File: src/rtl/bdt_pkg.sv
package bdt_pkg;

  // address compare selection; the encoding is fixed by the control word
  typedef enum logic [1:0] {
    AM_OFF  = 2'b00,
    AM_EQ   = 2'b01,
    AM_GE   = 2'b10,
    AM_OFF2 = 2'b11
  } amode_e;

  // control word, packed so that bit positions follow the select-0 layout
  typedef struct packed {
    logic   stat_en;  // [6]
    logic   rd_q;     // [5]
    logic   wr_q;     // [4]
    logic   sv_q;     // [3]
    logic   opc_q;    // [2]
    amode_e mode;     // [1:0]
  } ctrl_t;

  localparam int CTRL_W = $bits(ctrl_t);

  localparam logic [1:0] SEL_CTRL = 2'd0;
  localparam logic [1:0] SEL_REF  = 2'd1;
  localparam logic [1:0] SEL_EXP  = 2'd2;

endpackage

File: src/rtl/bdt_regs.sv
module bdt_regs
  import bdt_pkg::*;
#(
  parameter int ADDR_W = 32,
  parameter int OPC_W  = 4
) (
  input  logic              clk,
  input  logic              rst_n,
  input  logic              we,
  input  logic [1:0]        sel,
  input  logic [ADDR_W-1:0] wdata,
  output ctrl_t             ctrl,
  output logic [ADDR_W-1:0] ref_addr,
  output logic [OPC_W-1:0]  exp_opc,
  output logic              exp_sv,
  output logic              exp_wr,
  output logic              exp_rd
);

  localparam int SV_BIT = OPC_W;
  localparam int WR_BIT = OPC_W + 1;
  localparam int RD_BIT = OPC_W + 2;

  logic wr_ctrl, wr_ref, wr_exp;
  assign wr_ctrl = we && (sel == SEL_CTRL);
  assign wr_ref  = we && (sel == SEL_REF);
  assign wr_exp  = we && (sel == SEL_EXP);

  always_ff @(posedge clk or negedge rst_n) begin
    if (!rst_n) begin
      ctrl     <= '0;
      ref_addr <= '0;
      exp_opc  <= '0;
      exp_sv   <= 1'b0;
      exp_wr   <= 1'b0;
      exp_rd   <= 1'b0;
    end else begin
      if (wr_ctrl) ctrl <= ctrl_t'(wdata[CTRL_W-1:0]);
      if (wr_ref)  ref_addr <= wdata;
      if (wr_exp) begin
        exp_opc <= wdata[OPC_W-1:0];
        exp_sv  <= wdata[SV_BIT];
        exp_wr  <= wdata[WR_BIT];
        exp_rd  <= wdata[RD_BIT];
      end
    end
  end


  unused_sel_chk: assert property (@(posedge clk) disable iff (!rst_n)
    (we && sel == 2'd3) |=> ($stable(ctrl) && $stable(ref_addr) && $stable(exp_opc)
                             && $stable(exp_sv) && $stable(exp_wr) && $stable(exp_rd)));


  no_write_hold_chk: assert property (@(posedge clk) disable iff (!rst_n)
    !we |=> ($stable(ctrl) && $stable(ref_addr)));

endmodule

File: src/rtl/bdt_addr_cmp.sv
module bdt_addr_cmp
  import bdt_pkg::*;
#(
  parameter int ADDR_W = 32
) (
  input  logic              clk,
  input  logic              rst_n,
  input  logic              valid,
  input  logic [ADDR_W-1:0] addr,
  input  logic [ADDR_W-1:0] ref_addr,
  input  amode_e            mode,
  output logic              hit,
  output logic              trig
);

  // unsigned compare selected by mode; both off codes give no hit
  function automatic logic addr_match(input amode_e m,
                                      input logic [ADDR_W-1:0] a,
                                      input logic [ADDR_W-1:0] r);
    logic res;
    case (m)
      AM_EQ:   res = (a == r);
      AM_GE:   res = (a >= r);
      default: res = 1'b0;
    endcase
    return res;
  endfunction

  assign hit = valid && addr_match(mode, addr, ref_addr);

  always_ff @(posedge clk or negedge rst_n) begin
    if (!rst_n) trig <= 1'b0;
    else        trig <= hit;
  end


  mode_off_chk: assert property (@(posedge clk) disable iff (!rst_n)
    (mode == AM_OFF) |=> !trig);


  mode_off2_chk: assert property (@(posedge clk) disable iff (!rst_n)
    (mode == AM_OFF2) |=> !trig);


  eq_miss_chk: assert property (@(posedge clk) disable iff (!rst_n)
    (mode == AM_EQ && addr != ref_addr) |=> !trig);


  ge_below_chk: assert property (@(posedge clk) disable iff (!rst_n)
    (valid && mode == AM_GE && addr < ref_addr) |=> !trig);


  ge_above_chk: assert property (@(posedge clk) disable iff (!rst_n)
    (valid && mode == AM_GE && !(addr < ref_addr)) |=> trig);


  addr_idle_chk: assert property (@(posedge clk) disable iff (!rst_n)
    !valid |=> !trig);

endmodule

File: src/rtl/bdt_status_cmp.sv
module bdt_status_cmp
  import bdt_pkg::*;
#(
  parameter int OPC_W = 4
) (
  input  logic             clk,
  input  logic             rst_n,
  input  logic             valid,
  input  logic [OPC_W-1:0] opc,
  input  logic             sv,
  input  logic             wr,
  input  logic             rd,
  input  ctrl_t            ctrl,
  input  logic [OPC_W-1:0] exp_opc,
  input  logic             exp_sv,
  input  logic             exp_wr,
  input  logic             exp_rd,
  output logic             opc_ok,
  output logic             sig_ok,
  output logic             hit,
  output logic             trig
);

  localparam logic [OPC_W-1:0] IDLE_OPC = '1;

  function automatic logic opc_match(input logic q,
                                     input logic [OPC_W-1:0] o,
                                     input logic [OPC_W-1:0] e);
    return q ? (o == e) : (o != IDLE_OPC);
  endfunction

  // a qualifier that is off always passes
  function automatic logic qual_pass(input logic q, input logic s, input logic e);
    return !q || (s == e);
  endfunction

  assign opc_ok = opc_match(ctrl.opc_q, opc, exp_opc);
  assign sig_ok = qual_pass(ctrl.sv_q, sv, exp_sv)
               && qual_pass(ctrl.wr_q, wr, exp_wr)
               && qual_pass(ctrl.rd_q, rd, exp_rd);
  assign hit    = valid && ctrl.stat_en && opc_ok && sig_ok;

  always_ff @(posedge clk or negedge rst_n) begin
    if (!rst_n) trig <= 1'b0;
    else        trig <= hit;
  end


  idle_opc_chk: assert property (@(posedge clk) disable iff (!rst_n)
    (!ctrl.opc_q && opc == IDLE_OPC) |=> !trig);


  any_opc_chk: assert property (@(posedge clk) disable iff (!rst_n)
    (valid && ctrl.stat_en && !ctrl.opc_q && !ctrl.sv_q && !ctrl.wr_q && !ctrl.rd_q
     && opc != IDLE_OPC) |=> trig);


  sv_block_chk: assert property (@(posedge clk) disable iff (!rst_n)
    (ctrl.sv_q && sv != exp_sv) |=> !trig);


  disabled_chk: assert property (@(posedge clk) disable iff (!rst_n)
    !ctrl.stat_en |=> !trig);


  stat_idle_chk: assert property (@(posedge clk) disable iff (!rst_n)
    !valid |=> !trig);

endmodule

File: src/rtl/bus_dbg_trig.sv
module bus_dbg_trig
  import bdt_pkg::*;
#(
  parameter int ADDR_W = 32,
  parameter int OPC_W  = 4
) (
  input  logic              clk,
  input  logic              rst_n,
  input  logic              cfg_we,
  input  logic [1:0]        cfg_sel,
  input  logic [ADDR_W-1:0] cfg_wdata,
  input  logic              bus_valid,
  input  logic [ADDR_W-1:0] bus_addr,
  input  logic [OPC_W-1:0]  bus_opc,
  input  logic              bus_sv,
  input  logic              bus_wr,
  input  logic              bus_rd,
  output logic              addr_trig,
  output logic              stat_trig
);

  ctrl_t             ctrl;
  logic [ADDR_W-1:0] ref_addr;
  logic [OPC_W-1:0]  exp_opc;
  logic              exp_sv, exp_wr, exp_rd;

  // internal events brought out by name for the checks below
  logic addr_hit, stat_hit, opc_ok, sig_ok;

  bdt_regs #(.ADDR_W(ADDR_W), .OPC_W(OPC_W)) u_regs (
    .clk      (clk),
    .rst_n    (rst_n),
    .we       (cfg_we),
    .sel      (cfg_sel),
    .wdata    (cfg_wdata),
    .ctrl     (ctrl),
    .ref_addr (ref_addr),
    .exp_opc  (exp_opc),
    .exp_sv   (exp_sv),
    .exp_wr   (exp_wr),
    .exp_rd   (exp_rd)
  );

  bdt_addr_cmp #(.ADDR_W(ADDR_W)) u_addr (
    .clk      (clk),
    .rst_n    (rst_n),
    .valid    (bus_valid),
    .addr     (bus_addr),
    .ref_addr (ref_addr),
    .mode     (ctrl.mode),
    .hit      (addr_hit),
    .trig     (addr_trig)
  );

  bdt_status_cmp #(.OPC_W(OPC_W)) u_stat (
    .clk     (clk),
    .rst_n   (rst_n),
    .valid   (bus_valid),
    .opc     (bus_opc),
    .sv      (bus_sv),
    .wr      (bus_wr),
    .rd      (bus_rd),
    .ctrl    (ctrl),
    .exp_opc (exp_opc),
    .exp_sv  (exp_sv),
    .exp_wr  (exp_wr),
    .exp_rd  (exp_rd),
    .opc_ok  (opc_ok),
    .sig_ok  (sig_ok),
    .hit     (stat_hit),
    .trig    (stat_trig)
  );


  addr_pulse_chk: assert property (@(posedge clk) disable iff (!rst_n)
    addr_trig |-> $past(bus_valid));


  stat_pulse_chk: assert property (@(posedge clk) disable iff (!rst_n)
    stat_trig |-> ($past(bus_valid) && $past(opc_ok) && $past(sig_ok)));


  stat_and_chk: assert property (@(posedge clk) disable iff (!rst_n)
    (bus_valid && !(opc_ok && sig_ok)) |=> !stat_trig);

endmodule

File: config.mk
export PLATFORM = sky130hd
export DESIGN_NAME = bus_dbg_trig
export DESIGN_NICKNAME = d
export VERILOG_FILES = /design/src/rtl/bdt_pkg.sv /design/src/rtl/bdt_regs.sv /design/src/rtl/bdt_addr_cmp.sv /design/src/rtl/bdt_status_cmp.sv /design/src/rtl/bus_dbg_trig.sv
export SDC_FILE = /design/constraint.sdc
export NUM_CORES = 1
export LEC_CHECK = 0
export ABC_AREA = 1
export BUFFER_PORTS_ARGS = -buffer_cell sky130_fd_sc_hd__buf_2
export CAP_MARGIN = 0
export CORE_MARGIN = 2
export CORE_UTILIZATION = 45
export CTS_CLUSTER_DIAMETER = 50
export DETAILED_ROUTE_END_ITERATION = 10
export PLACE_DENSITY = 0.82
export SLEW_MARGIN = 20
export SYNTH_ARGS = -nofsm -noshare
export SYNTH_HDL_FRONTEND = slang
export SYNTH_SLANG_ARGS = --single-unit
File: constraint.sdc
create_clock -name clk -period 1.35 [get_ports clk]
set_input_delay 0.2025 -clock clk [delete_from_list [all_inputs] [get_ports clk]]
set_output_delay 0.2025 -clock clk [all_outputs]
set_load 0.02 [all_outputs]
; Yosys cells after proc, flatten, opt, wreduce, memory -nomap -nowiden
; Cells that the tools add are included.
; Widths: inputs -> output; s select.
[totals]
ff_bits = 48
word_cells = 42
[classes]
muxes = 2
n_reduce_logical = 16
eq_ne = 10
magnitude_cmp = 1
[op_table]
columns = operator, n
row1 = $eq 32x32->1, 1
row2 = $ge 32x32->1, 1
row3 = $logic_and 1x1->1, 9
row4 = $eq 2x1->1 const B, 2
row5 = $eq 2x2->1 const B, 2
row6 = $eq 4x4->1, 1
row7 = $ne 4x4->1 const B, 1
row8 = $eq 1x1->1, 3
row9 = $logic_not 1->1, 3
row10 = $logic_or 1x1->1, 3
row11 = $logic_not 2->1, 1
row12 = $pmux 1 s2, 1
row13 = $mux 1, 1

; Depth between registers and ports, before layout
; Gate-level depths: netlist of the first run.
[depth]
ltp_word = 5
depth_mapped = 15

; By module
; From an unflattened synthesis of the first run, not the netlist that was laid out.
[unflattened]
hier_cells = 410
hier_area_um2 = 3133.0
[modules_own_cells]
columns = module, cells_per_inst, area_per_inst_um2, seq_area_each_um2, n_inst
row1 = bdt_regs, 206, 1950.6, 1151.1, 1
row2 = bdt_addr_cmp, 161, 977.2, 25.0, 1
row3 = bdt_status_cmp, 43, 205.2, 25.0, 1

; Worst setup path after synthesis of the first run
; No wires, ideal clock.
[synth_timing]
path_kind = register -> register
start = register u_regs.ref_addr[31]
end = register u_addr.trig
arrival_time_ns = 1.320
path_buffers = 0
path_stages_with_launch = 13
setup_slack_ns = -0.043
path_cell_list = dfrtp_1 inv_1 ha_1 nand2_2 nor2_4 nand2_2 nor2_4 nand2_1 nand2_1 nor2_1 nand2_1 nand2_1 a21oi_2
[synth_via]
elab_chain_len = 3
word_cells_on_any_way = 4
cone_classes = order compare (1) / eq/ne (1) / mux (1) / reduce/logical (1)
[synth_lines]
columns = element, line
row1 = start: declaration, bdt_regs.sv:13  ; output logic [ADDR_W-1:0] ref_addr,
row2 = start signal: assignment, bdt_regs.sv:39  ; if (wr_ref) ref_addr <= wdata;
row3 = $ge 32x32->1 or $eq 32x32->1 (tied branches), "bdt_addr_cmp.sv:23, bdt_addr_cmp.sv:22"
row4 = $pmux 1 s2 (*), bdt_addr_cmp.sv:21  ; case (m)
row5 = $logic_and 1x1->1 (*), bdt_addr_cmp.sv:29  ; assign hit = valid && addr_match(mode, addr, ref_addr);
row6 = named net addr_hit, bus_dbg_trig.sv:28  ; logic addr_hit, stat_hit, opc_ok, sig_ok;
row7 = end signal: assignment, bdt_addr_cmp.sv:33  ; else trig <= hit;
row8 = end: declaration, bdt_addr_cmp.sv:13  ; output logic trig
; The timed path passes the listed nets; every way through them passes the cells marked *.
; A chain may end at the register's enable or synchronous reset.

; Worst setup path in the final report of the first run
[layout_timing]
start = register u_regs.ref_addr[5]
end = register u_addr.trig
; The elaborated chain is that of the path after synthesis.

==> results.json, run 1 <==
{
  "required_ps": 1590,
  "postPlaceCellArea_um2": 3430,
  "min_to": "u_regs.ref_addr[24]",
  "drc": 0,
  "hold_viol": 0,
  "reg2reg_slack_ps": -160,
  "skew_ps": 5.05,
  "dr.first_iter.drc_count": 74,
  "ys_top_cells_by_count": "nand2_1, inv_1, dfrtp_1, a21oi_1, nor2_1",
  "cts_buffers": 5,
  "holdCritPathClass": "in2reg",
  "yosysTopAreaCell": "dfrtp_1",
  "max_slew_margin": 0.824,
  "r2r-start": "u_regs.ref_addr[5]",
  "crit_chain": "inv_2, ha_4, nand2_2, nor2_4, nand2_2, nor2_4, nand2_1, nand2_1, nor2_1, nand2_1, nand2_2, a21oi_2",
  "synthArstFlopShare": 1.00,
  "crit_fanout": 2,
  "cts.clk_slew.worst_paths_ps": 90,
  "synth_enable_flop_cells": 0,
  "slowest_stage": "dfrtp_1",
  "drive_gt1_frac": 0.388,
  "die_h_um": 82.7,
  "diodes": 0,
  "multi_input_area_um2": 1680,
  "cts_sinks": 48,
  "synth-adder-area-share": 0.153,
  "netlist_instances": 343,
  "clockRootBuffer": "clkbuf_8",
  "timing.fmax_ghz": 0.662,
  "worstMarginPinSlew_ps": 263,
  "worstSetupPathType": "reg2reg",
  "die_width_um": 82.7,
  "dr_total_vias": 2519,
  "dr.pass1.iters": 4,
  "dieArea_um2": 6830,
  "layout.cells.non_filler": 521,
  "place_ws_ps": -223,
  "hp-start": "cfg_wdata[24]",
  "clk_path_buf_depth": 2,
  "wl_met2_mm": 3.11,
  "gp_congestion": 0.768,
  "grtUsageTotal": 0.184,
  "synth_seq_cells": 48,
  "ys_types": 24,
  "violations": "setup timing",
  "totalPowerFinal_uw": 4180,
  "drtAntennaViolNets": 0,
  "rsz0062_at_grt": "true",
  "rows": 28,
  "ir_drop_v": 0.000757,
  "synth_area_leaders": "dfrtp_1, ha_1, nand2_1, inv_1, a21oi_1",
  "worst_ep_arrival_time_ps": 1750,
  "netlist.area_leader.share": 0.431,
  "slew_viol_final": 0,
  "fin_crit_ps": 1510,
  "core-area_um2": 5960,
  "avgSynthCellArea_um2": 8.12,
  "wire_per_inst_um": 11.8,
  "finalCritPeriodShare": 1.12,
  "yosysWarnings": 0,
  "io_buffers": 78,
  "clkLatencyLatePin_ps": 300,
  "r2r-end": "u_addr.trig",
  "dp_hpwl_mm": 4.43,
  "grt_pass1_vias": 2372,
  "vias_per_cell": 4.83,
  "power_density_nw_per_um2": 1070,
  "synth_most_common_cell": "nand2_1",
  "holdPathStages": 3,
  "synth_nets": 454,
  "regArea_um2": 1200,
  "grt_pass1_wl_mm": 9.63,
  "overflow": 0,
  "synthMuxAreaShare": 0,
  "reg2reg_depth": 12,
  "area_growth_pct": 40.1,
  "ctsHtreeMaxLevel": 2,
  "synth_xor_area_frac": 0.00943,
  "setup_ws_ps": -160,
  "synth_compound_area_frac": 0.127,
  "antenna_found_initial": 0,
  "status": "finished with violations",
  "start_kind": "flip-flop",
  "postLayoutCoreUtil": 0.655,
  "io-pin-count": 79,
  "wl_mm": 6.13,
  "yosys.area_share.simple": 0.190,
  "placed_cells": 509,
  "dr_wl_met3_um": 350,
  "ys_seq_area_frac": 0.431,
  "wl_met1_mm": 2.62,
  "ys.flop_type": "dfrtp_1",
  "p_leak_uw": 0.00205,
  "grt_max_degree": 65,
  "synth_top_family_by_area": "simple AND/OR/NAND/NOR gates",
  "cts_tree": "built",
  "finalInstanceArea_um2": 3900,
  "slowest_delay_ps": 370,
  "top_layer": "met4",
  "end_kind": "flip-flop",
  "setup_viol": 1,
  "start_util": 0.468,
  "final_nets": 556,
  "cap_violations": 0,
  "n_fill_cell": 504,
  "netlist_area_um2": 2790
}
[stage by stage]
| stage | setup TNS, ps | hold WS (ps) |
|---|---|---|
| floorplan | -33.0 | -93.1 |
| global placement | -189 | 208 |
| detailed placement | -223 | 207 |
| CTS | -141 | 134 |
| global route | -268 | 146 |
| finish | -160 | 141 |
[critical path: cells and delay by family, from the launching register on]
| family | cells | cell delay [ps] |
|---|---|---|
| flip-flops | 1 | 370 |
| AND/OR/NAND/NOR | 9 | 630 |
| adder cells (fa/ha/maj) | 1 | 270 |
| AO/OA/AOI/OAI | 1 | 120 |
| buffers and inverters | 1 | 50 |
[report_power, final]
part           switching (uW)  leakage (uW)  internal (uW)
Combinational             709       0.00144            692
Sequential                105      0.000559           1660
Clock                     471     0.0000552            550
[cells in the final DEF (no fill, tap or decap), drive strengths merged]
cell and n:
o211ai 1, dfrtp 48, dlygate4sd3 1, o21ai 23, nand4 2, ha 34, a21o 2, buf 102
bufinv 1, a311oi 1, nand3 6, nor2 41, inv 57, xor2 3, a21oi 39, clkinv 1
nand2 74, or2 3, o31ai 1, clkbuf 6
[area by class of cell]
type / count / share of cell area
clock inverters: 2 / 0.00898
repair buffers: 103 / 0.155
inverters: 57 / 0.0548
well taps: 75 / 0.0241
flip-flops and latches: 48 / 0.308
multi-input cells: 230 / 0.430
clock buffers: 6 / 0.0186
[how the worst max path moves through the flow]
| stage | endpoint | startpoint | slack [ps] |
|---|---|---|---|
| after floorplan | u_addr.trig | u_regs.ref_addr[5] | -30 |
| after global placement | u_addr.trig | u_regs.ref_addr[5] | -190 |
| after detailed placement | u_addr.trig | u_regs.ref_addr[5] | -220 |
| after CTS | u_addr.trig | u_regs.ref_addr[13] | -140 |
| after global routing | u_addr.trig | u_regs.ref_addr[30] | -270 |
| final | u_addr.trig | u_regs.ref_addr[5] | -160 |
[layer usage]
| layer | GRT usage | vias up |
|---|---|---|
| li1 | - | 1294 |
| met1 | 0.211 | 1147 |
| met2 | 0.338 | 72 |
| met3 | 0.0467 | 6 |
| met4 | 0.0492 | 0 |
| met5 | 0 | - |
[registers in the layout, indices dropped and copies added (netlist names)]
register         cells
u_regs.ref_addr     32
u_regs.exp_opc       4
u_addr.trig          1
u_regs.ctrl          7
u_regs.exp_sv        1
u_regs.exp_wr        1
u_stat.trig          1
u_regs.exp_rd        1
[kinds of logic (layout without fill, tap and decap cells)]
kind of cell,after synthesis,count (layout)
buffers and inverters,65,168
XOR/XNOR,3,3
AND/OR/NAND/NOR,126,126
adder cells (fa/ha/maj),34,34
AO/OA/AOI/OAI,67,67
flip-flops,48,48
[repair_timing]
action,4_1_cts,5_1_grt
hold buffers,1,0
setup buffers,0,3
setup endpoints to repair,1,1
cloned,0,0
resized for setup,32,25
pin swaps,13,12
endpoints found under the hold margin,48,0
Power figures use the tool's default switching activity.
==> run 2: changes to the inputs <==
ABC_AREA = unset   (was 1)
==> run 2 against run 1 <==
  * The flow still finishes with violations (setup timing)
  * Critical path depth decreased by 4
  * Synthesized cell count down 29%
  * Clock-buffer cell count increased by 1
  * Cell count fell by 21%
  * Synthesized area shrank 1.2%
  * Worst setup slack lost 200 ps
  * Highest routed layer unchanged
==> results.json, run 2 <==
{
  "status": "finished with violations",
  "violations": "setup timing",
  "netlist_instances": 242,
  "synth_area_leaders": "dfrtp_1, mux2_2, ha_1, inv_1, a21oi_1",
  "postLayoutCoreUtil": 0.605,
  "wl_mm": 5.51,
  "ys_top_cells_by_count": "dfrtp_1, mux2_2, inv_1, ha_1, a21oi_1",
  "worstMarginPinSlew_ps": 371,
  "drive_gt1_frac": 0.479,
  "cts_tree": "built",
  "clk_path_buf_depth": 2,
  "rows": 28,
  "cp_num_buf_inv": 2,
  "ctsHtreeMaxLevel": 2,
  "regMostFlops": "u_regs.ref_addr",
  "finalCritPeriodShare": 1.27,
  "final_cell_mix": "buf_2, dfrtp_1, mux2_2, inv_1, ha_1",
  "reg2reg_depth": 8,
  "dieArea_um2": 6760,
  "slowest_stage": "dfrtp_1",
  "synth_seq_cells": 48,
  "wire_per_inst_um": 13.4,
  "holdPathStages": 2,
  "ys_seq_area_frac": 0.437,
  "slew_viol_final": 0,
  "start_util": 0.465,
  "overflow": 0,
  "netlist.area_leader.share": 0.437,
  "clkLatencyLatePin_ps": 300,
  "dr_total_vias": 2100,
  "io-pin-count": 79,
  "hold_viol": 0,
  "yosysTopAreaCell": "dfrtp_1",
  "timing.fmax_ghz": 0.585,
  "clockRootBuffer": "clkbuf_8",
  "cts.clk_slew.worst_paths_ps": 90,
  "grt_pass1_vias": 2087,
  "diodes": 0,
  "tns_ps": -360,
  "p_leak_uw": 0.00178,
  "cts_sinks": 48,
  "setup_ws_ps": -360,
  "required_ps": 1590,
  "synthArstFlopShare": 1.00,
  "final_nets": 446,
  "layout_commonest_cell": "buf_2",
  "largest_reg_flops": 32,
  "dr.first_iter.drc_count": 50,
  "dp_hpwl_mm": 4.47,
  "antenna_found_initial": 0,
  "multi_input_area_um2": 1560,
  "reg.largest.list": "u_regs.ref_addr x32, u_regs.ctrl x7, u_regs.exp_opc x4",
  "critical_path_depth": 8,
  "crit_fanout": 3,
  "start_kind": "flip-flop",
  "core-area_um2": 5920,
  "grt_max_degree": 49,
  "regArea_um2": 1200,
  "cap_violations": 0,
  "drc": 0,
  "gp_congestion": 0.781,
  "io_buffers": 78,
  "worstSetupPathType": "reg2reg",
  "ir_drop_v": 0.000699,
  "area_growth_pct": 30.2,
  "dr.pass1.iters": 4,
  "critPathTopFamily": "simple AND/OR/NAND/NOR gates",
  "cts_buffers": 5,
  "avgSynthCellArea_um2": 11.4,
  "die_h_um": 82.2,
  "end_kind": "flip-flop",
  "vias_per_cell": 5.11,
  "setup_viol": 1,
  "power_density_nw_per_um2": 1120,
  "drtAntennaViolNets": 0,
  "fin_crit_ps": 1710,
  "netlist_area_um2": 2750,
  "grt_pass1_wl_mm": 8.78,
  "synth_most_common_cell": "dfrtp_1",
  "rsz0062_at_grt": "true",
  "die_width_um": 82.2,
  "holdCritPathClass": "in2reg",
  "ys_types": 30,
  "max_slew_margin": 0.752,
  "yosysWarnings": 0,
  "slowest_delay_ps": 380,
  "ys.flop_type": "dfrtp_1",
  "skew_ps": 4.25,
  "worst_ep_arrival_time_ps": 1950,
  "synth_enable_flop_cells": 0,
  "n_fill_cell": 527,
  "crit_chain": "inv_2, ha_4, nand4_1, buf_4, nor3_1, nand2_1, a32oi_1, o31a_1",
  "synth_nets": 353,
  "grtUsageTotal": 0.173
}
-- run 2: power breakdown --
| part | switching [uW] | internal [uW] |
|---|---|---|
| logic | 590 | 703 |
| registers | 144 | 1700 |
| clock network | 470 | 417 |
-- run 2: final cells by class --
type / instances / area share
well taps: 75 / 0.0262
multi-input cells: 155 / 0.435
repair buffers: 89 / 0.140
clock inverters: 1 / 0.00210
flip-flops and latches: 48 / 0.335
clock buffers: 7 / 0.0241
inverters: 36 / 0.0377
-- run 2: timing repair --
action | CTS | global route
pin swaps | 4 | 3
buffers inserted | 0 | 0
endpoints found under the hold margin | 48 | 0
resized for setup | 4 | 2
hold buffers | 1 | 0
endpoints found under the setup margin | 1 | 1
-- run 2: worst paths after layout --
| check | slack, ps | from | endpoint |
|---|---|---|---|
| max | -360 | u_regs.ref_addr[23] | u_addr.trig |
| min reg2reg | 510 | u_regs.ref_addr[5] | u_regs.ref_addr[5] |
| max reg2reg | -360 | u_regs.ref_addr[23] | u_addr.trig |
| min in group asynchronous | 410 | rst_n | u_regs.exp_opc[2] |
| max in group asynchronous | 720 | rst_n | u_regs.ref_addr[22] |
| min | 120 | cfg_wdata[9] | u_regs.ref_addr[9] |
-- run 2: routing by layer --
metal	share of wire	GRT usage	wire, um	vias to the layer above
met5	0	0	0	-
met4	0.022	0.0667	121	0
met3	0.055	0.0446	304	13
met2	0.49	0.305	2730	57
met1	0.43	0.201	2360	991
li1	-	-	-	1039
-- run 2: per-stage QoR --
step	hold WS, ps	total power (uW)	worst slack (ps)	cell area [um^2]	std cells
after floorplan	-93.1	2710	-138	2870	242
after global routing	122	4310	-460	3580	411
after global placement	208	3060	-279	3440	402
after CTS	119	4060	-353	3570	411
after detailed placement	210	3150	-363	3440	402
final	124	4030	-360	3580	411
-- run 2: cells by family (layout without fill, tap and decap cells) --
group	count (synthesis)	after routing	synth area share
buf+inv	39	133	0.0546
xor+xnor	7	7	0.0223
mux	44	44	0.180
simple gates	40	40	0.0841
compound gates	30	30	0.0678
flops	48	48	0.437
fa+ha+maj	34	34	0.155
-- run 2: worst reg2reg max path, cell delays in order, from the launching register on --
cell	delay, ps
dfrtp_1	380
inv_2	60
ha_4	270
nand4_1	200
buf_4	200
nor3_1	120
nand2_1	100
a32oi_1	180
o31a_1	150
==> run 3: changes to the inputs <==
--- a/config.mk
+++ b/config.mk
@@ -13,3 +13,3 @@
 export DETAILED_ROUTE_END_ITERATION = 10
-export PLACE_DENSITY = 0.82
+export PLACE_DENSITY = 0.8
 export SLEW_MARGIN = 20
==> constraint.sdc (replaced) <==
create_clock -name clk -period 2.05 [get_ports clk]
set_input_delay 0 -clock clk [delete_from_list [all_inputs] [get_ports clk]]
set_output_delay 0 -clock clk [all_outputs]
set_load 0.02 [all_outputs]
==> run 3 against run 2 <==
  * Hold slack got worse by 40 ps
  * Fmax is 6.1% lower
  * Clock power decreased by 34%
  * Non-clock buffer count up 25
  * Sequential power shrank 35%
  * Critical path type unchanged
  * Critical path depth is 1 lower
  * Sequential share of layout area fell by 0.80 points
  * Combinational power fell by 41%
  * The run now ends clean
==> results.json, run 3 (synthesis gave the netlist of run 2 again) <==
{
  "dp_hpwl_mm": 4.24,
  "hp-start": "cfg_sel[1]",
  "required_ps": 2300,
  "dr.first_iter.drc_count": 51,
  "largest_reg_flops": 32,
  "crit_start": "u_regs.ref_addr[31]",
  "reg.largest.list": "u_regs.ref_addr x32, u_regs.ctrl x7, u_regs.exp_opc x4",
  "io-pin-count": 79,
  "p_leak_uw": 0.00186,
  "clk_path_buf_depth": 2,
  "dr_total_vias": 2140,
  "antenna_found_initial": 0,
  "overflow": 0,
  "start_kind": "flip-flop",
  "timing.fmax_ghz": 0.549,
  "r2r-start": "u_regs.ref_addr[31]",
  "grt_max_degree": 33,
  "max_slew_margin": 0.585,
  "fin_crit_ps": 1820,
  "cts_tree": "built",
  "dr.pass1.iters": 3,
  "dieArea_um2": 6760,
  "start_util": 0.465,
  "regArea_um2": 1200,
  "grt_pass1_wl_mm": 8.93,
  "wl_mm": 5.55,
  "hold_viol": 0,
  "holdCritPathClass": "in2reg",
  "io_buffers": 78,
  "clkLatencyLatePin_ps": 300,
  "worstMarginPinSlew_ps": 619,
  "grtUsageTotal": 0.176,
  "drtAntennaViolNets": 0,
  "finalCritPeriodShare": 0.888,
  "die_h_um": 82.2,
  "gp_congestion": 0.783,
  "regMostFlops": "u_regs.ref_addr",
  "skew_ps": 7.47,
  "drc": 0,
  "area_growth_pct": 33.4,
  "cts.repair.resized": 0,
  "layout.cells.non_filler": 436,
  "die_width_um": 82.2,
  "multi_input_area_um2": 1400,
  "final_cell_mix": "buf_2, dfrtp_1, mux2_2, inv_1",
  "drive_gt1_frac": 0.374,
  "worstSetupPathType": "reg2reg",
  "grt_pass1_vias": 2074,
  "core-area_um2": 5920,
  "vias_per_cell": 4.91,
  "clockRootBuffer": "clkbuf_8",
  "ir_drop_v": 0.000415,
  "rows": 28,
  "slew_viol_final": 0,
  "power_density_nw_per_um2": 697,
  "ctsHtreeMaxLevel": 2,
  "cts_sinks": 48,
  "wire_per_inst_um": 12.7,
  "cts.clk_slew.worst_paths_ps": 90,
  "worst_ep_arrival_time_ps": 2070,
  "status": "complete, no violations",
  "n_fill_cell": 487,
  "placed_cells": 394,
  "cap_violations": 0,
  "diodes": 0,
  "setup_viol": 0,
  "end_kind": "flip-flop",
  "layout_commonest_cell": "buf_2",
  "final_nets": 471,
  "tns_ps": 0,
  "rsz0062_at_grt": "false",
  "cts_buffers": 5,
  "crit_fanout": 4
}
## run 3: changes by cell type in the layout (fill, tap and decap cells not counted), moves of 4 or more
cell	delta
ha_1	+9
inv_1	+4
ha_4	-9
buf_4	-6
inv_2	-4
dlygate4sd3_1	+33
## run 3: layout make-up
type	count	share of cell area
well taps	75	0.0256
inverters	36	0.0368
multi-input cells	155	0.382
repair buffers	114	0.203
clock inverters	1	0.00205
clock buffers	7	0.0235
flip-flops and latches	48	0.327
## run 3: worst paths after layout
path	endpoint	slack, ps	depth (start not counted)
min in group asynchronous	u_regs.exp_rd	200	2
max in group asynchronous	u_regs.ref_addr[3]	1120	3
min	u_regs.ctrl[0]	80	4
max reg2reg	u_addr.trig	230	7
min reg2reg	u_regs.ref_addr[5]	510	1
max	u_addr.trig	230	7
## run 3: where the power goes
part | total (uW) | leakage (uW) | internal [uW] | switching [uW]
clock network | 588 | 0.0000445 | 274 | 314
logic | 763 | 0.00124 | 419 | 343
registers | 1210 | 0.000573 | 1120 | 87.4
## run 3: stage by stage
stage	utilization	setup slack [ps]	area (um^2)	power [uW]	hold WS, ps
2_1_floorplan	-	461	2750	1710	-296
3_3_place_gp	0.546	307	3240	1900	16.3
3_5_place_dp	0.546	263	3240	1950	8.75
4_1_cts	0.620	230	3670	2590	84.2
5_1_grt	0.620	66.6	3670	2750	110
6_report	0.620	229	3670	2560	83.3
## run 3: what timing repair did
action,4_1_cts,5_1_grt
hold buffers,34,0
buffers inserted,0,0
hold endpoints to repair,69,0
## run 3: critical path, stage by stage, from the launching register on
cell and delay, ps:
dfrtp_1 360, inv_1 40, ha_1 330, nand4_2 160, nor4_2 390, nand4_1 140, a32oi_1 180, o31a_1 150
## run 3: routing by layer
| layer | track usage | part of all wire | vias up | wire, um |
|---|---|---|---|---|
| met5 | 0 | 0 | - | 0 |
| met4 | 0.0683 | 0.017 | 0 | 93 |
| met3 | 0.0304 | 0.049 | 8 | 274 |
| met2 | 0.328 | 0.51 | 48 | 2840 |
| met1 | 0.196 | 0.42 | 993 | 2340 |
| li1 | - | - | 1091 | - |
